==> config.mk <==
export PLATFORM = sky130hd
export DESIGN_NAME = slice_mutator
export DESIGN_NICKNAME = d
export VERILOG_FILES = /design/src/rtl/slice_mut_pkg.sv /design/src/rtl/idx_shifter.sv /design/src/rtl/onehot_dec.sv /design/src/rtl/slice_store.sv /design/src/rtl/pin_share.sv /design/src/rtl/slice_mutator.sv
export SDC_FILE = /design/constraint.sdc
export NUM_CORES = 1
export LEC_CHECK = 0
export BUFFER_PORTS_ARGS = -buffer_cell sky130_fd_sc_hd__buf_2
export CAP_MARGIN = 20
export CORE_UTILIZATION = 47
export DETAILED_ROUTE_END_ITERATION = 12
export PLACE_DENSITY_LB_ADDON = 0.15
export SYNTH_ARGS = -nofsm -noshare
export SYNTH_HDL_FRONTEND = slang
export SYNTH_SLANG_ARGS = --single-unit
==> constraint.sdc <==
create_clock -name clk -period 1.5 [get_ports clk]
set_input_delay 0.225 -clock clk [delete_from_list [all_inputs] [get_ports clk]]
set_output_delay 0.225 -clock clk [all_outputs]
set_load 0.02 [all_outputs]
==> src/rtl/slice_mut_pkg.sv <==
package slice_mut_pkg;

    typedef enum logic {
        EN_SRC_DEDICATED = 1'b0,
        EN_SRC_PAD       = 1'b1
    } en_src_e;

    typedef struct packed {
        logic flip;
        logic apply;
    } step_ctrl_t;

    function automatic bit width_ok(input int w);
        return (w == 4) || (w == 8) || (w == 16) || (w == 32);
    endfunction

endpackage

==> src/rtl/idx_shifter.sv <==
module idx_shifter #(
    parameter int IDX_W = 3
) (
    input  logic             clk,
    input  logic             rst,
    input  logic             bit_in,
    output logic [IDX_W-1:0] idx_now,
    output logic [IDX_W-1:0] idx_q
);
    generate
        if (IDX_W == 1) begin : g_one
            assign idx_now = bit_in;
        end else begin : g_many
            assign idx_now = {bit_in, idx_q[IDX_W-1:1]};
        end
    endgenerate

    always_ff @(posedge clk) begin
        if (rst) idx_q <= '0;
        else     idx_q <= idx_now;
    end
endmodule

==> src/rtl/onehot_dec.sv <==
module onehot_dec #(
    parameter int IDX_W = 3,
    parameter int OUT_W = 8
) (
    input  logic [IDX_W-1:0] idx,
    output logic [OUT_W-1:0] onehot
);
    for (genvar g = 0; g < OUT_W; g++) begin : g_line
        assign onehot[g] = (idx == IDX_W'(g));
    end
endmodule

==> src/rtl/slice_store.sv <==
module slice_store
    import slice_mut_pkg::*;
#(
    parameter int W = 8
) (
    input  logic         clk,
    input  logic         rst,
    input  step_ctrl_t   ctrl,
    input  logic [W-1:0] sel,
    output logic [W-1:0] slice_q,
    output logic [W-1:0] out_data,
    output logic         out_valid
);
    logic [W-1:0] slice_d;

    always_comb begin
        slice_d = slice_q;
        if (ctrl.flip) slice_d = slice_q ^ sel;
    end

    always_ff @(posedge clk) begin
        if (rst) begin
            slice_q   <= '0;
            out_data  <= '0;
            out_valid <= 1'b0;
        end else begin
            slice_q   <= slice_d;
            out_valid <= ctrl.apply;
            if (ctrl.apply) out_data <= slice_q;
        end
    end
endmodule

==> src/rtl/pin_share.sv <==
module pin_share
    import slice_mut_pkg::*;
(
    input  en_src_e src,
    input  logic    flip_req,
    input  logic    pad_in,
    input  logic    resp_bit,
    output logic    en_eff,
    output logic    pad_out,
    output logic    pad_oe
);
    always_comb begin
        unique case (src)
            EN_SRC_PAD: begin
                en_eff  = pad_in;
                pad_out = 1'b0;
                pad_oe  = 1'b0;
            end
            default: begin
                en_eff  = flip_req;
                pad_out = resp_bit;
                pad_oe  = 1'b1;
            end
        endcase
    end
endmodule

==> src/rtl/slice_mutator.sv <==
module slice_mutator
    import slice_mut_pkg::*;
#(
    parameter int SLICE_W = 8,
    localparam int IDX_W  = $clog2(SLICE_W)
) (
    input  logic               clk,
    input  logic               rst,
    input  logic               share_mode,
    input  logic               ser_idx,
    input  logic               flip_req,
    input  logic               pad_in,
    input  logic               resp_bit,
    input  logic               apply,
    output logic               pad_out,
    output logic               pad_oe,
    output logic [SLICE_W-1:0] work_slice,
    output logic [SLICE_W-1:0] chain_data,
    output logic               chain_valid
);
    generate
        if (!width_ok(SLICE_W)) begin : g_bad_width
            $error("slice_mutator: SLICE_W must be 4, 8, 16 or 32");
        end
    endgenerate

    logic [IDX_W-1:0]   idx_now;
    logic [IDX_W-1:0]   idx_q;
    logic [SLICE_W-1:0] sel_line;
    logic               en_eff;
    en_src_e            src;
    step_ctrl_t         ctrl;

    assign src        = share_mode ? EN_SRC_PAD : EN_SRC_DEDICATED;
    assign ctrl.flip  = en_eff;
    assign ctrl.apply = apply;

    pin_share u_pin (
        .src      (src),
        .flip_req (flip_req),
        .pad_in   (pad_in),
        .resp_bit (resp_bit),
        .en_eff   (en_eff),
        .pad_out  (pad_out),
        .pad_oe   (pad_oe)
    );

    idx_shifter #(.IDX_W(IDX_W)) u_idx (
        .clk     (clk),
        .rst     (rst),
        .bit_in  (ser_idx),
        .idx_now (idx_now),
        .idx_q   (idx_q)
    );

    onehot_dec #(.IDX_W(IDX_W), .OUT_W(SLICE_W)) u_dec (
        .idx    (idx_now),
        .onehot (sel_line)
    );

    slice_store #(.W(SLICE_W)) u_store (
        .clk       (clk),
        .rst       (rst),
        .ctrl      (ctrl),
        .sel       (sel_line),
        .slice_q   (work_slice),
        .out_data  (chain_data),
        .out_valid (chain_valid)
    );
endmodule

-- After elaboration in Yosys (flattened, before gate mapping)
Cells that the tools add are included.
- register bits after elaboration: 20
- logic and storage cells: 17
- input port bits: 8
- output and inout bits: 19
- eq/ne operators: 7
- multiplexer cells: 4
- bitwise operators: 1
- reduce and logical (&&, ||, !) cells: 1
- operator list (cell ; number):
    3-bit equality test, second input constant ; 4
    8-bit bitwise XOR ; 1
    3-bit by 2-bit equality test with 1-bit output, second input constant ; 2
    1-bit two-way mux ; 4
    3-bit by 1-bit equality test with 1-bit output, second input constant ; 1
    3-bit logical NOT ; 1

-- Longest topological paths before layout
Gate-level depths: netlist of run 1.
- depth after elaboration: 2
- gate-level depth with buffers: 4
- mapped depth without buffers: 3

-- Hierarchy
Synthesis of run 1 repeated with hierarchy kept, for this count alone.
- cells, all modules: 83
- area, all modules: 882.1 um^2
- by module, submodules not included (module ; area an instance (um^2) ; cells each ; seq. area each (um^2) ; times used):
    slice_store ; 688.2 ; 63 ; 340.3 ; 1
    idx_shifter ; 101.3 ; 9 ; 60.1 ; 1
    onehot_dec ; 65.1 ; 8 ; 0.0 ; 1
    pin_share ; 27.5 ; 3 ; 0.0 ; 1

-- Worst setup path after synthesis of run 1
No wires, ideal clock.
- path kind: reg2reg
- start: register u_idx.idx_q[2]
- end: register u_store.slice_q[0]
- data arrival time: 1.178 ns
- cell stages (with the launch flop): 5
- library setup time: 0.071 ns
- path buffers: 1
- slack: 0.252 ns
- required time: 1.429 ns
- period minus slack after synthesis: 1.248 ns
- path through: dfxtp_1 clkbuf_2 or3_1 or3_1 a21oi_1
- longest elaborated chain between the ends: 2
- RTL lines (item ; RTL line ; source):
    start, declared ; idx_shifter.sv:8 ; output logic [IDX_W-1:0] idx_q
    start signal, assigned ; idx_shifter.sv:20 ; else idx_q <= idx_now;
    3-bit logical NOT ; onehot_dec.sv:9 ; assign onehot[g] = (idx == IDX_W'(g));
    8-bit bitwise XOR ; slice_store.sv:18 ; if (ctrl.flip) slice_d = slice_q ^ sel;
    end signal, assigned ; slice_store.sv:27 ; slice_q <= slice_d;
    end, declared ; slice_store.sv:10 ; output logic [W-1:0] slice_q,
No other way between the ends.
A chain may end at the register's enable or synchronous reset.

-- Worst setup path in the final report of run 1
Same ends and word-level chain as after synthesis.

==> flow_metrics.py, run 1 <==
metrics = {
    "final_layout": {
        "fin_nets": 113,
        "synthToLayoutAreaGrowth_pct": 18.7,
        "antenna_cells": 0,
        "num-fill-cells": 152,
        "final_common_cell": "buf_2",
        "post-route-cell-area_sq_um": 921,
        "layout-drive-gt1-share_pct": 32.7,
        "final_cell_mix": "26 x buf_2, 19 x dfxtp_1, 11 x nor2_1, 9 x mux2i_1, 6 x nor2b_1",
    },
    "worst_setup_path": {
        "cp-start-kind": "flop",
        "critPathTopFamily": "simple AND/OR/NAND/NOR gates",
        "slowest_delay_ns": 0.40,
        "cp_data_arrival_time_ns": 1.51,
        "cpMostUsedCell": "or3_1",
        "critPathMaxFanout": 9,
        "critPathSlowestCell": "dfxtp_1",
        "path_class": "flop to flop",
        "path_buf_inv": 0,
        "crit_path_end_kind": "flop",
        "path_cells": "or3_1, or3_1, a21oi_1",
        "cp.required_ns": 1.72,
    },
    "routing": {
        "via_per_inst": 5.10,
        "drtIter0Drc": 2,
        "wl_um": 1320,
        "vias": 612,
        "drt_first_pass_iters": 2,
        "ant_nets": 0,
        "drt-wirelength-per-cell_um": 11.0,
        "drc": 0,
    },
    "flow_run": {
        "cap_violations": 0,
    },
    "die": {
        "ios": 27,
        "start_util_pct": 50.9,
        "die-height_um": 42.6,
        "fp-row-count": 14,
        "die_w_um": 42.6,
        "die_area_sq_um": 1820,
        "core_sq_um": 1520,
    },
    "pwr": {
        "powerDensity_nw_per_um2": 960,
        "p_leak_uw": 0.000436,
        "ir_drop_mv": 0.535,
    },
    "clock_tree": {
        "cts_tree": "done",
        "h-tree-depth": 1,
        "clk_latency_ns": 0.28,
        "cts_hold_buf": 0,
        "post-cts-setup-buffer-count": 0,
        "clkTransAtPathRegs_ns": 0.10,
        "cts_buffers": 3,
        "cts_buffer_depth": 2,
        "root_buffer": "clkbuf_4",
        "cts_sinks": 19,
        "cts_resized": 0,
    },
    "timing": {
        "timing.final.ws_setup_ns": 0.217,
        "hold_viol_final": 0,
        "worst_pin_slew_ns": 0.375,
        "skew_ns": 0.00224,
        "setup_violations": 0,
        "period_share_pct": 85.5,
        "slew_headroom_pct": 75.0,
        "final.min_clock_period_ns": 1.28,
        "rsz0062_at_grt": "false",
        "maxSlewViolCount": 0,
        "tns_ns": 0,
        "clock.fmax_mhz": 779,
        "holdWs_ns": 0.275,
    },
    "grt": {
        "grt_overflow_total": 0,
        "grt_util_all_layers_pct": 16.5,
        "grt_pass1_wl_um": 2320,
        "grt_pass1_vias": 585,
        "grt_start_max_net_pins": 23,
        "antenna_found_initial": 0,
    },
    "yosys": {
        "synth_nets": 87,
        "netlist.top_cell.by_area": "dfxtp_1",
        "synth_area_leaders": "dfxtp_1 49%, mux2i_1 12%, nor2_1 5.3%",
        "ys_ff_latch": 19,
        "synth_area_sq_um": 776,
        "syn_avg_cell_area_sq_um": 9.82,
        "synth-seq-area-share_pct": 49.0,
        "synth_warnings": 0,
        "synthCells": 79,
        "synthDistinctLibCells": 20,
        "synth_top_area_share_pct": 49.0,
    },
    "status": {
        "status": "completed",
    },
    "placed_design": {
        "io_buffers": 26,
        "gp_congestion": 0.693,
        "detailed_place_hpwl_um": 956,
        "post-place-ws_ns": 0.130,
        "place_area_sq_um": 895,
    },
    "hold_path": {
        "hold_path.class": "input pin to flop",
    },
}
## Yosys cell counts (all sizes together)
cell type	number
dfxtp	19
nor2	11
mux2i	9
nor2b	6
a21oi	5
or3	5
o21ai	4
buf	3
clkbuf	3
mux2	3
nor4b	3
nand3b	2
and2b	1
inv	1
nand2	1
nand3	1
o31ai	1
or4	1
## flip-flops by register name, indices dropped and copies added, names as in the netlist
| name | cells |
|---|---|
| u_store.out_data | 8 |
| u_store.slice_q | 8 |
| u_idx.idx_q | 2 |
| u_store.out_valid | 1 |
## layout make-up
cell class	instances	area [sq um]	area share [%]
multi-input cells	53	353	38.3
repair buffers	27	138	14.9
well taps	16	20.0	2.17
inverters	1	3.75	0.408
clock buffers	4	26.3	2.85
flip-flops and latches	19	380	41.3
## routing by layer
| metal | share of wire (%) | wire [um] | track usage [%] |
|---|---|---|---|
| met1 | 45 | 599 | 18.2 |
| met2 | 51 | 677 | 30.3 |
| met3 | 3.6 | 48 | 3.88 |
| met4 | 0 | 0 | 5.63 |
| met5 | 0 | 0 | 0 |
## power by group
part | leakage [uW] | switching (uW) | total, uW | internal, uW
sequential | 0.000154 | 13.6 | 533 | 519
combinational | 0.000267 | 59.0 | 102 | 43.4
clock | 0.0000150 | 145 | 249 | 103
total | 0.000436 | 218 | 884 | 666
## stage by stage
| stage | power, uW | utilization [%] | cells |
|---|---|---|---|
| after detailed placement | 648 | 58.7 | 116 |
| after CTS | 897 | 60.4 | 120 |
| final | 884 | 60.4 | 120 |
| after global routing | 926 | 60.4 | 120 |
| after global placement | 646 | 58.7 | 116 |
| after floorplan | 620 | - | 79 |
## logic make-up after synthesis
family | count (synthesis) | share of synthesized area [%]
and+or+nand+nor | 31 | 22.7
DFF | 19 | 49.0
muxes | 12 | 16.0
AOI/OAI and AO/OA | 10 | 6.77
buffers and inverters | 7 | 5.48
## final timing paths
path	from	end	slack (ns)	depth (start not counted)
setup / recovery	u_idx.idx_q[2]	u_store.slice_q[0]	0.22	3
hold / removal	ser_idx	u_idx.idx_q[2]	0.27	2
setup reg to reg	u_idx.idx_q[2]	u_store.slice_q[0]	0.22	3
hold reg to reg	u_store.out_data[6]	u_store.out_data[6]	0.50	2
No activity file was read; power rests on OpenSTA's default activity.
==> inputs of run 2 (changes only) <==
--- a/config.mk
+++ b/config.mk
@@ -9,2 +9,3 @@
 export CAP_MARGIN = 20
+export CORE_MARGIN = 10
 export CORE_UTILIZATION = 47
==> constraint.sdc (replaced) <==
create_clock -name clk -period 1.5 [get_ports clk]
set_input_delay 0.375 -clock clk [delete_from_list [all_inputs] [get_ports clk]]
set_output_delay 0.375 -clock clk [all_outputs]
set_load 0.02 [all_outputs]
==> flow_metrics.py, run 2 (same netlist as run 1, synthesis figures left out) <==
metrics = {
    "status": {
        "status": "completed",
    },
    "clock_tree": {
        "root_buffer": "clkbuf_4",
        "cts_buffers": 3,
        "clkTransAtPathRegs_ns": 0.10,
        "cts_tree": "done",
        "cts_buffer_depth": 2,
        "clk_latency_ns": 0.29,
        "cts_hold_buf": 0,
        "post-cts-setup-buffer-count": 0,
        "h-tree-depth": 1,
        "cts_sinks": 19,
        "cts_resized": 0,
    },
    "hold_path": {
        "hp-start": "rst",
        "hold_path.class": "input pin to flop",
    },
    "placed_design": {
        "detailed_place_hpwl_um": 1220,
        "io_buffers": 26,
        "gp_congestion": 0.682,
    },
    "worst_setup_path": {
        "endpoint": "u_store.slice_q[2]",
        "r2r-start": "u_idx.idx_q[2]",
        "crit_path_end_kind": "flop",
        "critPathTopFamily": "flip-flops",
        "r2r_slack_ns": 0.19,
        "path_buf_inv": 0,
        "path_cells": "nor4b_1, mux2_2",
        "critPathMaxFanout": 9,
        "cp_data_arrival_time_ns": 1.50,
        "cp-start-kind": "flop",
        "r2r_end": "u_store.slice_q[2]",
        "r2r.worst_path.cells": 2,
        "path_class": "flop to flop",
        "critPathLaunch": "u_idx.idx_q[2]",
        "cp.required_ns": 1.69,
        "slowest_delay_ns": 0.49,
        "critPathSlowestCell": "dfxtp_1",
        "cp.depth": 2,
    },
    "routing": {
        "drtIter0Drc": 9,
        "drc": 0,
        "drt_first_pass_iters": 4,
        "wl_um": 1600,
        "drt-wirelength-per-cell_um": 13.3,
        "vias": 631,
        "via_per_inst": 5.21,
        "ant_nets": 0,
    },
    "timing": {
        "worst_pin_slew_ns": 0.312,
        "hold_viol_final": 0,
        "skew_ns": 0.00321,
        "maxSlewViolCount": 0,
        "slew_headroom_pct": 78.6,
        "rsz0062_at_grt": "false",
        "setup_violations": 0,
        "period_share_pct": 87.5,
        "final.min_clock_period_ns": 1.31,
        "clock.fmax_mhz": 762,
    },
    "final_layout": {
        "synthToLayoutAreaGrowth_pct": 19.7,
        "finish.utilization_pct": 60.2,
        "layout-drive-gt1-share_pct": 33.3,
        "fin_nets": 114,
        "final_common_cell": "buf_2",
        "antenna_cells": 0,
        "final_cell_mix": "26 x buf_2, 19 x dfxtp_1, 11 x nor2_1, 9 x mux2i_1, 6 x nor2b_1",
        "reg.largest.list": "u_store.out_data x8, u_store.slice_q x8, u_idx.idx_q x2",
        "num-fill-cells": 158,
    },
    "grt": {
        "grt_start_max_net_pins": 14,
        "grt_pass1_wl_um": 2540,
        "antenna_found_initial": 0,
        "grt_overflow_total": 0,
        "grt_pass1_vias": 598,
        "grt_util_all_layers_pct": 8.90,
    },
    "die": {
        "fp-row-count": 14,
        "die_w_um": 60.6,
        "die-height_um": 60.6,
        "start_util_pct": 50.3,
        "ios": 27,
        "die_area_sq_um": 3680,
        "core_sq_um": 1540,
    },
    "flow_run": {
        "cap_violations": 0,
    },
    "pwr": {
        "ir_drop_mv": 0.624,
        "powerDensity_nw_per_um2": 958,
        "p_leak_uw": 0.000441,
        "p_total_uw": 890,
    },
}
## run 2: cell types whose count changed in the layout (fill, tap and decap cells not counted)
| cell | previous run | this run |
|---|---|---|
| buf_4 | 1 | 2 |
## run 2: final cells by class
class	instances	area, sq um	share of cell area (%)
multi-input combinational	53	353	38.0
sequential	19	380	41.0
clock buffer	4	26.3	2.83
inverter	1	3.75	0.404
tap	16	20.0	2.16
timing repair buffer	28	145	15.6
## run 2: power breakdown
part	switching (uW)	total, uW	internal [uW]
clock	147	250	103
sequential	13.3	532	519
combinational	61.7	107	45.1
total	222	890	668
## run 2: worst min-delay path by stage
| stage | endpoint | slack (ns) | cells after the start |
|---|---|---|---|
| 3_3_place_gp | u_store.out_data[6] | 0.47 | 2 |
| 3_5_place_dp | u_store.out_data[5] | 0.48 | 2 |
| 6_report | u_store.out_data[6] | 0.39 | 2 |
| 2_1_floorplan | u_store.slice_q[3] | 0.56 | 2 |
| 4_1_cts | u_store.out_data[6] | 0.39 | 2 |
| 5_1_grt | u_idx.idx_q[2] | 0.40 | 2 |
## run 2: worst register-to-register path, cell delays in order (launching register included)
cell and delay [ns]:
dfxtp_1 0.49, nor4b_1 0.34, mux2_2 0.37
## run 2: routing by layer
| layer | routed length [um] | track usage, % | vias to the layer above |
|---|---|---|---|
| li1 | - | - | 323 |
| met1 | 650 | 9.31 | 287 |
| met2 | 800 | 15.0 | 19 |
| met3 | 136 | 3.55 | 2 |
| met4 | 17 | 4.70 | 0 |
| met5 | 0 | 0 | - |
## run 2: through the flow
step	TNS (ns)	cell area (sq um)	hold slack [ns]	setup slack, ns	std cells
after detailed placement	-0.0123	902	0.480	-0.0123	117
after global routing	0	928	0.402	0.111	121
after floorplan	0	776	0.563	0.110	79
after CTS	0	928	0.392	0.194	121
final	0	928	0.395	0.187	121
after global placement	0	902	0.466	0.0160	117
==> inputs of run 3 (changes only) <==
Settings changed: CORE_UTILIZATION 47 to 45.
==> flow_metrics.py, run 3 (same netlist as run 1, synthesis figures left out) <==
metrics = {
    "worst_setup_path": {
        "critPathMaxFanout": 9,
        "path_buf_inv": 0,
        "slowest_delay_ns": 0.39,
        "r2r_end": "u_store.slice_q[0]",
        "cpMostUsedCell": "or3_1",
        "critPathSlowestCell": "dfxtp_1",
        "cp.depth": 3,
        "r2r-start": "u_idx.idx_q[2]",
        "cp_data_arrival_time_ns": 1.51,
        "r2r.worst_path.cells": 3,
        "path_class": "flop to flop",
        "critPathTopFamily": "simple AND/OR/NAND/NOR gates",
        "r2r_slack_ns": 0.22,
        "cp.required_ns": 1.73,
        "cp-start-kind": "flop",
        "path_cells": "or3_1, or3_1, a21oi_1",
        "endpoint": "u_store.slice_q[0]",
        "crit_path_end_kind": "flop",
        "critPathLaunch": "u_idx.idx_q[2]",
    },
    "placed_design": {
        "gp_congestion": 0.640,
        "detailed_place_hpwl_um": 1200,
        "io_buffers": 26,
        "dp_cells": 116,
    },
    "timing": {
        "tns_ns": 0,
        "worst_pin_slew_ns": 0.544,
        "slew_headroom_pct": 63.0,
        "holdWs_ns": 0.399,
        "skew_ns": 0.00731,
        "maxSlewViolCount": 0,
        "period_share_pct": 85.4,
        "final.min_clock_period_ns": 1.28,
        "hold_viol_final": 0,
        "setup_violations": 0,
        "clock.fmax_mhz": 780,
        "rsz0062_at_grt": "false",
    },
    "final_layout": {
        "antenna_cells": 0,
        "final_common_cell": "buf_2",
        "synthToLayoutAreaGrowth_pct": 19.4,
        "num-fill-cells": 154,
        "multiInputGateArea_sq_um": 357,
        "fin_nets": 113,
        "final_cell_mix": "26 x buf_2, 19 x dfxtp_1, 11 x nor2_1, 8 x mux2i_1, 6 x nor2b_1",
        "layout.area.seq_sq_um": 380,
        "layout-drive-gt1-share_pct": 34.6,
        "reg.largest.list": "u_store.out_data x8, u_store.slice_q x8, u_idx.idx_q x2",
        "final_cells": 120,
    },
    "grt": {
        "grt_pass1_wl_um": 2550,
        "grt_util_all_layers_pct": 8.68,
        "grt_overflow_total": 0,
        "grt_start_max_net_pins": 15,
        "antenna_found_initial": 0,
        "grt_pass1_vias": 617,
    },
    "clock_tree": {
        "cts_sinks": 19,
        "cts_buffer_depth": 2,
        "cts_tree": "done",
        "cts_buffers": 3,
        "root_buffer": "clkbuf_4",
        "clk_latency_ns": 0.29,
        "clkTransAtPathRegs_ns": 0.11,
        "h-tree-depth": 1,
    },
    "pwr": {
        "powerDensity_nw_per_um2": 958,
        "ir_drop_mv": 0.482,
        "p_leak_uw": 0.000437,
    },
    "die": {
        "fp-row-count": 14,
        "start_util_pct": 49.2,
        "die-height_um": 61.5,
        "core_sq_um": 1580,
        "die_w_um": 61.5,
        "ios": 27,
        "die_area_sq_um": 3780,
    },
    "hold_path": {
        "hold_path.class": "input pin to flop",
    },
    "routing": {
        "vias": 632,
        "drc": 0,
        "drtIter0Drc": 9,
        "drt-wirelength-per-cell_um": 12.9,
        "ant_nets": 0,
        "wl_um": 1540,
        "via_per_inst": 5.27,
        "drt_first_pass_iters": 4,
    },
    "flow_run": {
        "cap_violations": 0,
    },
    "status": {
        "status": "completed",
    },
}
[run 3: final cells by class]
| type | count | area share (%) |
|---|---|---|
| clock inverters | 1 | 0.541 |
| flip-flops and latches | 19 | 41.1 |
| inverters | 1 | 0.405 |
| multi-input cells | 53 | 38.5 |
| well taps | 16 | 2.16 |
| clock buffers | 3 | 2.43 |
| repair buffers | 27 | 14.9 |
[run 3: worst min-delay path by stage]
stage	start	end	slack, ns	depth (start not counted)
finish	ser_idx	u_idx.idx_q[2]	0.40	2
global route	ser_idx	u_idx.idx_q[2]	0.39	2
CTS	ser_idx	u_idx.idx_q[2]	0.38	2
detailed placement	u_store.out_data[3]	u_store.out_data[3]	0.48	2
global placement	u_store.out_data[0]	u_store.out_data[0]	0.47	2
floorplan	u_store.slice_q[3]	u_store.slice_q[3]	0.56	2
[run 3: through the flow]
step	area [sq um]	setup slack (ns)	utilization, %	total power, uW
2_1_floorplan	776	0.110	-	620
3_3_place_gp	895	-0.168	56.7	646
3_5_place_dp	895	-0.212	56.7	648
4_1_cts	922	0.110	58.5	905
5_1_grt	926	0.0969	58.7	947
6_report	926	0.218	58.7	887
[run 3: report_power, final]
group	switching (uW)	leakage [uW]	internal, uW
sequential	12.5	0.000154	519
clock	151	0.0000177	99.0
combinational	60.9	0.000265	43.7
total	225	0.000437	662
[run 3: per-layer routing]
| layer | vias to the layer above | wire [um] | global-route usage, % |
|---|---|---|---|
| met5 | - | 0 | 0 |
| met4 | 0 | 12 | 3.82 |
| met3 | 2 | 169 | 3.91 |
| met2 | 19 | 729 | 14.6 |
| met1 | 288 | 631 | 9.13 |
| li1 | 323 | - | - |
[run 3: timing repair]
action / 4_1_cts / 5_1_grt
buffers inserted: 0 / 0
setup endpoints to repair: 0 / 4
hold endpoints to repair: 0 / 0
resized for setup: 0 / 1
hold buffers: 0 / 0
[run 3: worst reg2reg max path, cell delays in order (launching register included)]
cell and delay (ns):
dfxtp_1 0.39, or3_1 0.37, or3_1 0.31, a21oi_1 0.15
